===== src/rtl/irq_route_pkg.sv =====
package irq_route_pkg;
  // Word indices of the register port (byte offset >> 2)
  localparam int WORD_MASK  = 0;
  localparam int WORD_STAT  = 1;
  localparam int WORD_ROUTE = 2;
endpackage


===== src/rtl/irq_sync.sv =====
module irq_sync #(
  parameter int W      = 32,
  parameter int STAGES = 2
) (
  input  logic         clk,
  input  logic         rst_n,
  input  logic [W-1:0] din,
  output logic [W-1:0] dout
);
  logic [W-1:0] stg [STAGES];

  always_ff @(posedge clk or negedge rst_n) begin
    if (!rst_n) stg[0] <= '0;
    else        stg[0] <= din;
  end

  for (genvar i = 1; i < STAGES; i++) begin : g_stage
    always_ff @(posedge clk or negedge rst_n) begin
      if (!rst_n) stg[i] <= '0;
      else        stg[i] <= stg[i-1];
    end
  end

  assign dout = stg[STAGES-1];
endmodule


===== src/rtl/irq_route_regs.sv =====
module irq_route_regs
  import irq_route_pkg::*;
#(
  parameter int N_IN   = 32,
  parameter int DATA_W = 32,
  parameter int CODE_W = 4,
  parameter int AW     = 5
) (
  input  logic                 clk,
  input  logic                 rst_n,
  input  logic                 wr,
  input  logic                 rd,
  input  logic [AW-1:0]        addr,
  input  logic [DATA_W-1:0]    wdata,
  input  logic [N_IN-1:0]      status,
  output logic [DATA_W-1:0]    rdata,
  output logic [N_IN-1:0]      mask,
  output logic [N_IN*CODE_W-1:0] codes
);
  localparam int PER_REG = DATA_W / CODE_W;
  localparam int N_RREG  = N_IN / PER_REG;

  logic [DATA_W-1:0] rreg_q [N_RREG];
  logic [DATA_W-1:0] rd_mux;
  int                word;

  assign word = int'(addr[AW-1:2]);

  always_ff @(posedge clk or negedge rst_n) begin
    if (!rst_n) begin
      mask <= '0;
      for (int r = 0; r < N_RREG; r++) rreg_q[r] <= '0;
    end else if (wr) begin
      if (word == WORD_MASK) mask <= wdata[N_IN-1:0];
      for (int r = 0; r < N_RREG; r++)
        if (word == WORD_ROUTE + r) rreg_q[r] <= wdata;
    end
  end

  // Reversed packing: the last steering word holds the lowest sources
  for (genvar n = 0; n < N_IN; n++) begin : g_code
    assign codes[n*CODE_W +: CODE_W] =
      rreg_q[N_RREG-1-(n/PER_REG)][(n%PER_REG)*CODE_W +: CODE_W];
  end

  always_comb begin
    rd_mux = '0;
    if (word == WORD_MASK) rd_mux[N_IN-1:0] = mask;
    if (word == WORD_STAT) rd_mux[N_IN-1:0] = status;
    for (int r = 0; r < N_RREG; r++)
      if (word == WORD_ROUTE + r) rd_mux = rreg_q[r];
  end

  always_ff @(posedge clk or negedge rst_n) begin
    if (!rst_n) rdata <= '0;
    else        rdata <= rd ? rd_mux : '0;
  end
endmodule


===== src/rtl/irq_line_gen.sv =====
module irq_line_gen #(
  parameter int N_IN   = 32,
  parameter int CODE_W = 4,
  parameter int N_LINE = 15
) (
  input  logic                   clk,
  input  logic                   rst_n,
  input  logic [N_IN-1:0]        mask,
  input  logic [N_IN-1:0]        status,
  input  logic [N_IN*CODE_W-1:0] codes,
  output logic [N_LINE-1:0]      line
);
  logic [N_IN-1:0]   live;
  logic [N_LINE-1:0] hit;

  assign live = mask & status;

  always_comb begin
    hit = '0;
    for (int k = 0; k < N_LINE; k++)
      for (int n = 0; n < N_IN; n++)
        hit[k] = hit[k] |
          (live[n] && (codes[n*CODE_W +: CODE_W] == CODE_W'(k + 1)));
  end

  always_ff @(posedge clk or negedge rst_n) begin
    if (!rst_n) line <= '0;
    else        line <= hit;
  end
endmodule


===== src/rtl/irq_route_ctrl.sv =====
module irq_route_ctrl #(
  parameter int N_IN        = 32,
  parameter int DATA_W      = 32,
  parameter int CODE_W      = 4,
  parameter int SYNC_STAGES = 2,
  parameter int AW          = 5,
  localparam int N_LINE     = (1 << CODE_W) - 1
) (
  input  logic              clk,
  input  logic              rst_n,
  input  logic [N_IN-1:0]   irq_src,
  input  logic              bus_wr,
  input  logic              bus_rd,
  input  logic [AW-1:0]     bus_addr,
  input  logic [DATA_W-1:0] bus_wdata,
  output logic [DATA_W-1:0] bus_rdata,
  output logic [N_LINE-1:0] irq_line
);
  logic [N_IN-1:0]        status;
  logic [N_IN-1:0]        mask;
  logic [N_IN*CODE_W-1:0] codes;

  irq_sync #(.W(N_IN), .STAGES(SYNC_STAGES)) u_sync (
    .clk(clk), .rst_n(rst_n), .din(irq_src), .dout(status)
  );

  irq_route_regs #(.N_IN(N_IN), .DATA_W(DATA_W), .CODE_W(CODE_W), .AW(AW)) u_regs (
    .clk(clk), .rst_n(rst_n), .wr(bus_wr), .rd(bus_rd), .addr(bus_addr),
    .wdata(bus_wdata), .status(status), .rdata(bus_rdata),
    .mask(mask), .codes(codes)
  );

  irq_line_gen #(.N_IN(N_IN), .CODE_W(CODE_W), .N_LINE(N_LINE)) u_lines (
    .clk(clk), .rst_n(rst_n), .mask(mask), .status(status),
    .codes(codes), .line(irq_line)
  );
endmodule


===== config.mk =====
export PLATFORM = sky130hd
export DESIGN_NAME = irq_route_ctrl
export DESIGN_NICKNAME = d
export VERILOG_FILES = /design/src/rtl/irq_route_pkg.sv /design/src/rtl/irq_sync.sv /design/src/rtl/irq_route_regs.sv /design/src/rtl/irq_line_gen.sv /design/src/rtl/irq_route_ctrl.sv
export SDC_FILE = /design/constraint.sdc
export NUM_CORES = 1
export LEC_CHECK = 0
export ABC_AREA = 1
export ABC_CLOCK_PERIOD_IN_PS = 2000
export BUFFER_PORTS_ARGS = -buffer_cell sky130_fd_sc_hd__buf_4
export CORE_ASPECT_RATIO = 1.4
export CORE_MARGIN = 3
export CORE_UTILIZATION = 40
export CTS_BUF_LIST = sky130_fd_sc_hd__clkbuf_16
export DETAILED_ROUTE_END_ITERATION = 8
export GPL_TIMING_DRIVEN = 1
export SYNTH_ARGS = -nofsm -noshare
export SYNTH_HDL_FRONTEND = slang
export SYNTH_SLANG_ARGS = --single-unit

===== constraint.sdc =====
create_clock -name clk -period 2 [get_ports clk]
set_clock_uncertainty 0.1 [all_clocks]
set_input_delay 0.4 -clock clk [delete_from_list [all_inputs] [get_ports clk]]
set_output_delay 0.4 -clock clk [all_outputs]
set_load 0.05 [all_outputs]

# Yosys cells after proc, flatten, opt, wreduce, memory -nomap -nowiden
# Index checks and enable logic that the tools add are counted.
# Widths: inputs -> output; s select.
totals:
  reg_bits: 271
  inputBits: 73
  out_inout_bits: 47
  word_cells: 1453
classes:
  eq_ne: 485
  muxes: 7
  n_bitwise: 466
  n_reduce_logical: 486
op_table:
  columns: ["cell", "count"]
  rows:
  - ["$eq 4x4->1 const B", 256]
  - ["$eq 4x3->1 const B", 128]
  - ["$logic_and 1x1->1", 480]
  - ["$or 1x1->1", 465]
  - ["$eq 4x2->1 const B", 64]
  - ["$mux 32", 7]
  - ["$eq 4x1->1 const B", 32]
  - ["$and 32x32->32", 1]
  - ["$logic_not 32->1", 1]
  - ["$eq 3x3->1 const B", 4]
  - ["$reduce_and 2->1", 5]
  - ["$eq 3x2->1 const B", 1]

# Depth between registers and ports, before layout
logic_depth:
  ltp_word: 33
  ltp_mapped: 9

# Modules after synthesis
# A second synthesis with hierarchy kept.
unflattened:
  hier_cells: 2707
  hier_area_um2: 17046.3
modules_own_cells:
  columns: ["module", "instances", "cells_per_inst", "area_each_um2"]
  rows:
  - ["irq_route_regs", 1, 1088, 8888.5]
  - ["irq_line_gen", 1, 1523, 6316.1]
  - ["irq_sync", 1, 96, 1841.8]

# Worst setup path before layout
# No wires, ideal clock.
synth_path:
  kind: "in2reg"
  start: "input bus_addr[3]"
  end: "register u_regs.rreg_q, in the netlist u_regs.codes[35]"
  t_arrival_ns: 1.334
  t_required_ns: 1.770
  path_slack_ns: 0.436
  path_stages: 6
  path_buffers: 2
  path_cell_list: "buf_2 nor3_4 nand2_1 clkbuf_1 nand2_1 o21ai_1"
synth_via:
  elab_chain_len: 2
synth_rtl:
  columns: ["item", "line", "rtl"]
  rows:
  - ["start, declared", "irq_route_ctrl.sv:14", "input logic [AW-1:0] bus_addr,"]
  - ["$eq 3x3->1", "irq_route_regs.sv:36", "if (word == WORD_ROUTE + r) rreg_q[r] <= wdata;"]
  - ["$reduce_and 2->1 (no line)", null, null]
  - ["end signal, assigned by index", "irq_route_regs.sv:36", null]
  - ["end, declared", "irq_route_regs.sv:23", "logic [DATA_W-1:0] rreg_q [N_RREG];"]
# Every way passes these cells.
# A chain may end at the register's enable or synchronous reset.

# Worst setup path in the final report
layout_path:
  start: "register u_sync.stg, in the netlist u_sync.dout[7]"
  end: "register u_lines.line[7]"
layout_via:
  elab_chain_len: 27
layout_rtl:
  columns: ["item", "line", "rtl"]
  rows:
  - ["start, declared", "irq_sync.sv:10", "logic [W-1:0] stg [STAGES];"]
  - ["start signal, assigned by index", "irq_sync.sv:20", "else stg[i] <= stg[i-1];"]
  - ["$and 32x32->32", "irq_line_gen.sv:16", "assign live = mask & status;"]
  - ["$logic_and 1x1->1", "irq_line_gen.sv:23", "(live[n] && (codes[n*CODE_W +: CODE_W] == CODE_W'(k + 1)));"]
  - ["$or 1x1->1 (25 in a row)", "irq_line_gen.sv:22", "hit[k] = hit[k] |"]
  - ["net u_lines.hit[7]", "irq_line_gen.sv:14", "logic [N_LINE-1:0] hit;"]
  - ["end signal, assigned", "irq_line_gen.sv:28", "else line <= hit;"]
  - ["end, declared", "irq_line_gen.sv:11", "output logic [N_LINE-1:0] line"]
# The timed path passes the listed nets, and every way through them passes these cells.

==> results.toml <==
[detailed_routing]
wl_per_cell_um = 21.9
viasPerCell = 5.34
drtIter0Drc = 1521
vias = 17003
drtAntennaViolNets = 0
drc = 0
drt-total-wl_um = 69600
dr.pass1.iters = 6

[timing]
finalSetupViolations = 0
finalHoldViolCount = 0
timing.final.crit_share = 0.948
slew_viol_final = 0
min_period_ns = 1.90
rsz0062_at_grt = "yes"
max_slew.worst_pin.slew_ns = 0.538
whs_ns = 0.0321
fmax_mhz = 527
slew_headroom = 0.640

[power]
leakage_nw = 10.7
comb_power_share = 0.291
p_sw_frac = 0.398
p_sw_mw = 7.11
finalPower_mw = 17.9
p_seq_frac = 0.418
intPower_mw = 10.8
p_per_area_mw_per_mm2 = 927
clkPwrFrac = 0.291
ir_drop_v = 0.000751

[placement]
dp_cells = 3103
port_buffers = 117
hpwl_um = 54800
place_congestion = 1.06

[synthesis]
synth_common_cells = "nand2_1, nand3_1, nor2_1"
synth_top_flop_cell = "dfrtp_1"
syn_inst = 2481
yosysWarnings = 0
yosys.cell_types.count = 18
synth_largest_area_cell = "dfrtp_1"
synth-edff-count = 0
post-synth-top-count-cell = "nand2_1"
syn_area_sq_mm = 0.0161
synth_seq_cells = 271
yosysTopAreaCellShare = 0.420
synth_area_leaders = "dfrtp_1, nand3_1, nand2_1"
synthArstFlopShare = 1.00
syn-num-nets = 2554
avgSynthCellArea_sq_um = 6.51
synth-seq-area-share = 0.420

[floorplan]
coreArea_sq_mm = 0.0396
die_area_sq_mm = 0.0428
fp.dieH_um = 244
initial_core_util = 0.408
fp.dieW_um = 176
row_count = 86
num_io_pins = 120

[final_layout]
nFillCells = 4101
num-nets-final = 2711
final_cells = 3184
drive_gt1_frac = 0.0904
syn_to_final_growth_pct = 19.3
diodes = 0

[global_routing]
grt_max_degree = 65
grt_use_total = 0.319
grt_pass1_wl_um = 102000
grt.overflow.total = 0
antenna_found_initial = 0
grt_pass1_vias = 16320

[setup_path]
slowest_delay_ns = 0.39
path_class = "reg2reg"
cp.required_ns = 2.33
start_kind = "register"
worstPathArrival_ns = 2.22
crit_slowest_cell = "dfrtp_1"
critPathMaxFanout = 11
worstPathCellList = "nand2_1 -> buf_12 -> inv_1 -> buf_4 -> nand3_1 -> nand2_1 -> nor2_1 -> nand2_1 -> nor2_1 -> nand2_1"
r2r_slack_ns = 0.10
crit_path_frequent_cell = "nand2_1"
endpoint_kind = "register"

[clock_tree]
cts.sinks = 271
tritoncts = "yes"
cts-root-buf = "clkbuf_16"
path_clk_slew_ns = 0.07
post_cts_buffers = 0
htreeDepth = 1
clockBufferDepth = 3
insertion_delay_ns = 0.57
numCtsBuffers = 27

[outcome]
outcome = "complete, no violations"

[run]
drv_cap = 0

[worst_hold_path]
min_path_type = "in2reg"
[worst paths after layout]
path                                     startpoint                            to  cells after the start
min                                   bus_wdata[17]  u_regs.codes[17]$_DFFE_PN0P_                      3
max                        u_sync.dout[7]$_DFF_PN0_     u_lines.line[7]$_DFF_PN0_                     10
min reg2reg                u_sync.stg[37]$_DFF_PN0_      u_sync.dout[5]$_DFF_PN0_                      0
min in group asynchronous                     rst_n  u_regs.codes[48]$_DFFE_PN0P_                      2
max in group asynchronous                     rst_n  u_regs.codes[59]$_DFFE_PN0P_                      3
max reg2reg                u_sync.dout[7]$_DFF_PN0_     u_lines.line[7]$_DFF_PN0_                     10
[stage by stage]
step | area, sq um | setup TNS (ns) | setup slack, ns | util
final | 19300 | 0 | 0.104 | 0.487
after floorplan | 16100 | 0 | 0.436 | -
after CTS | 19200 | 0 | 0.0857 | 0.486
after global routing | 19300 | -0.00000200 | -0.00000200 | 0.487
after detailed placement | 18000 | 0 | 0.0883 | 0.456
after global placement | 18000 | 0 | 0.0861 | 0.456
[worst max-delay path, delay by kind of cell, from the launching register on]
| kind | cells | cell delay (ns) |
|---|---|---|
| flip-flops | 1 | 0.39 |
| AND/OR/NAND/NOR | 7 | 0.79 |
| buffers and inverters | 3 | 0.46 |
[layer usage]
layer / vias to the layer above / GRT usage / part of all wire
met1: 7952 / 0.406 / 0.41
met5: - / 0 / 0
met3: 143 / 0.0349 / 0.056
met2: 614 / 0.538 / 0.48
met4: 0 / 0.159 / 0.058
li1: 8294 / - / -
[area by class of cell]
| type | count | area [sq um] | area share |
|---|---|---|---|
| timing repair inverter | 1 | 5.00 | 0.000260 |
| clock inverter | 20 | 205 | 0.0107 |
| tap | 528 | 661 | 0.0343 |
| timing repair buffer | 218 | 1930 | 0.100 |
| multi-input combinational | 1859 | 8030 | 0.417 |
| inverter | 260 | 980 | 0.0509 |
| clock buffer | 27 | 676 | 0.0351 |
| sequential | 271 | 6780 | 0.352 |
[sequential cells by signal, summed over array words and instances (netlist names)]
signal        cells
u_regs.codes    128
u_sync.stg       32
u_lines.line     15
u_regs.mask      32
u_regs.rdata     32
u_sync.dout      32
[power by group through the flow]
stage / Clock [mW] / Sequential [mW] / Combinational, mW
finish: 5.20 / 7.46 / 5.20
global route: 5.51 / 7.58 / 5.71
CTS: 5.30 / 7.43 / 5.16
detailed placement: 0 / 7.51 / 5.10
global placement: 0 / 7.48 / 5.02
floorplan: 0 / 7.72 / 2.56
[cells in the final DEF (no fill, tap or decap), drive strengths merged]
master,count
nand2,674
nand4,2
dfrtp,271
a21oi,64
bufinv,4
o21ai,224
clkinvlp,4
clkinv,9
buf,185
nor3,1
nand3,512
nor2,382
clkbuf,27
inv,264
dlygate4sd3,33
[timing repair]
item | 4_1_cts | 5_1_grt
resized for setup | 0 | 3
hold buffers | 33 | 0
endpoints found under the hold margin | 84 | 0
setup endpoints to repair | 0 | 3
[cell families after synthesis]
| logic type | share of synthesized area |
|---|---|
| AND/OR/NAND/NOR | 0.407 |
| AO/OA/AOI/OAI | 0.0893 |
| flip-flops | 0.420 |
| buffers and inverters | 0.0834 |
Note: power is estimated with default switching activity, not from simulation.
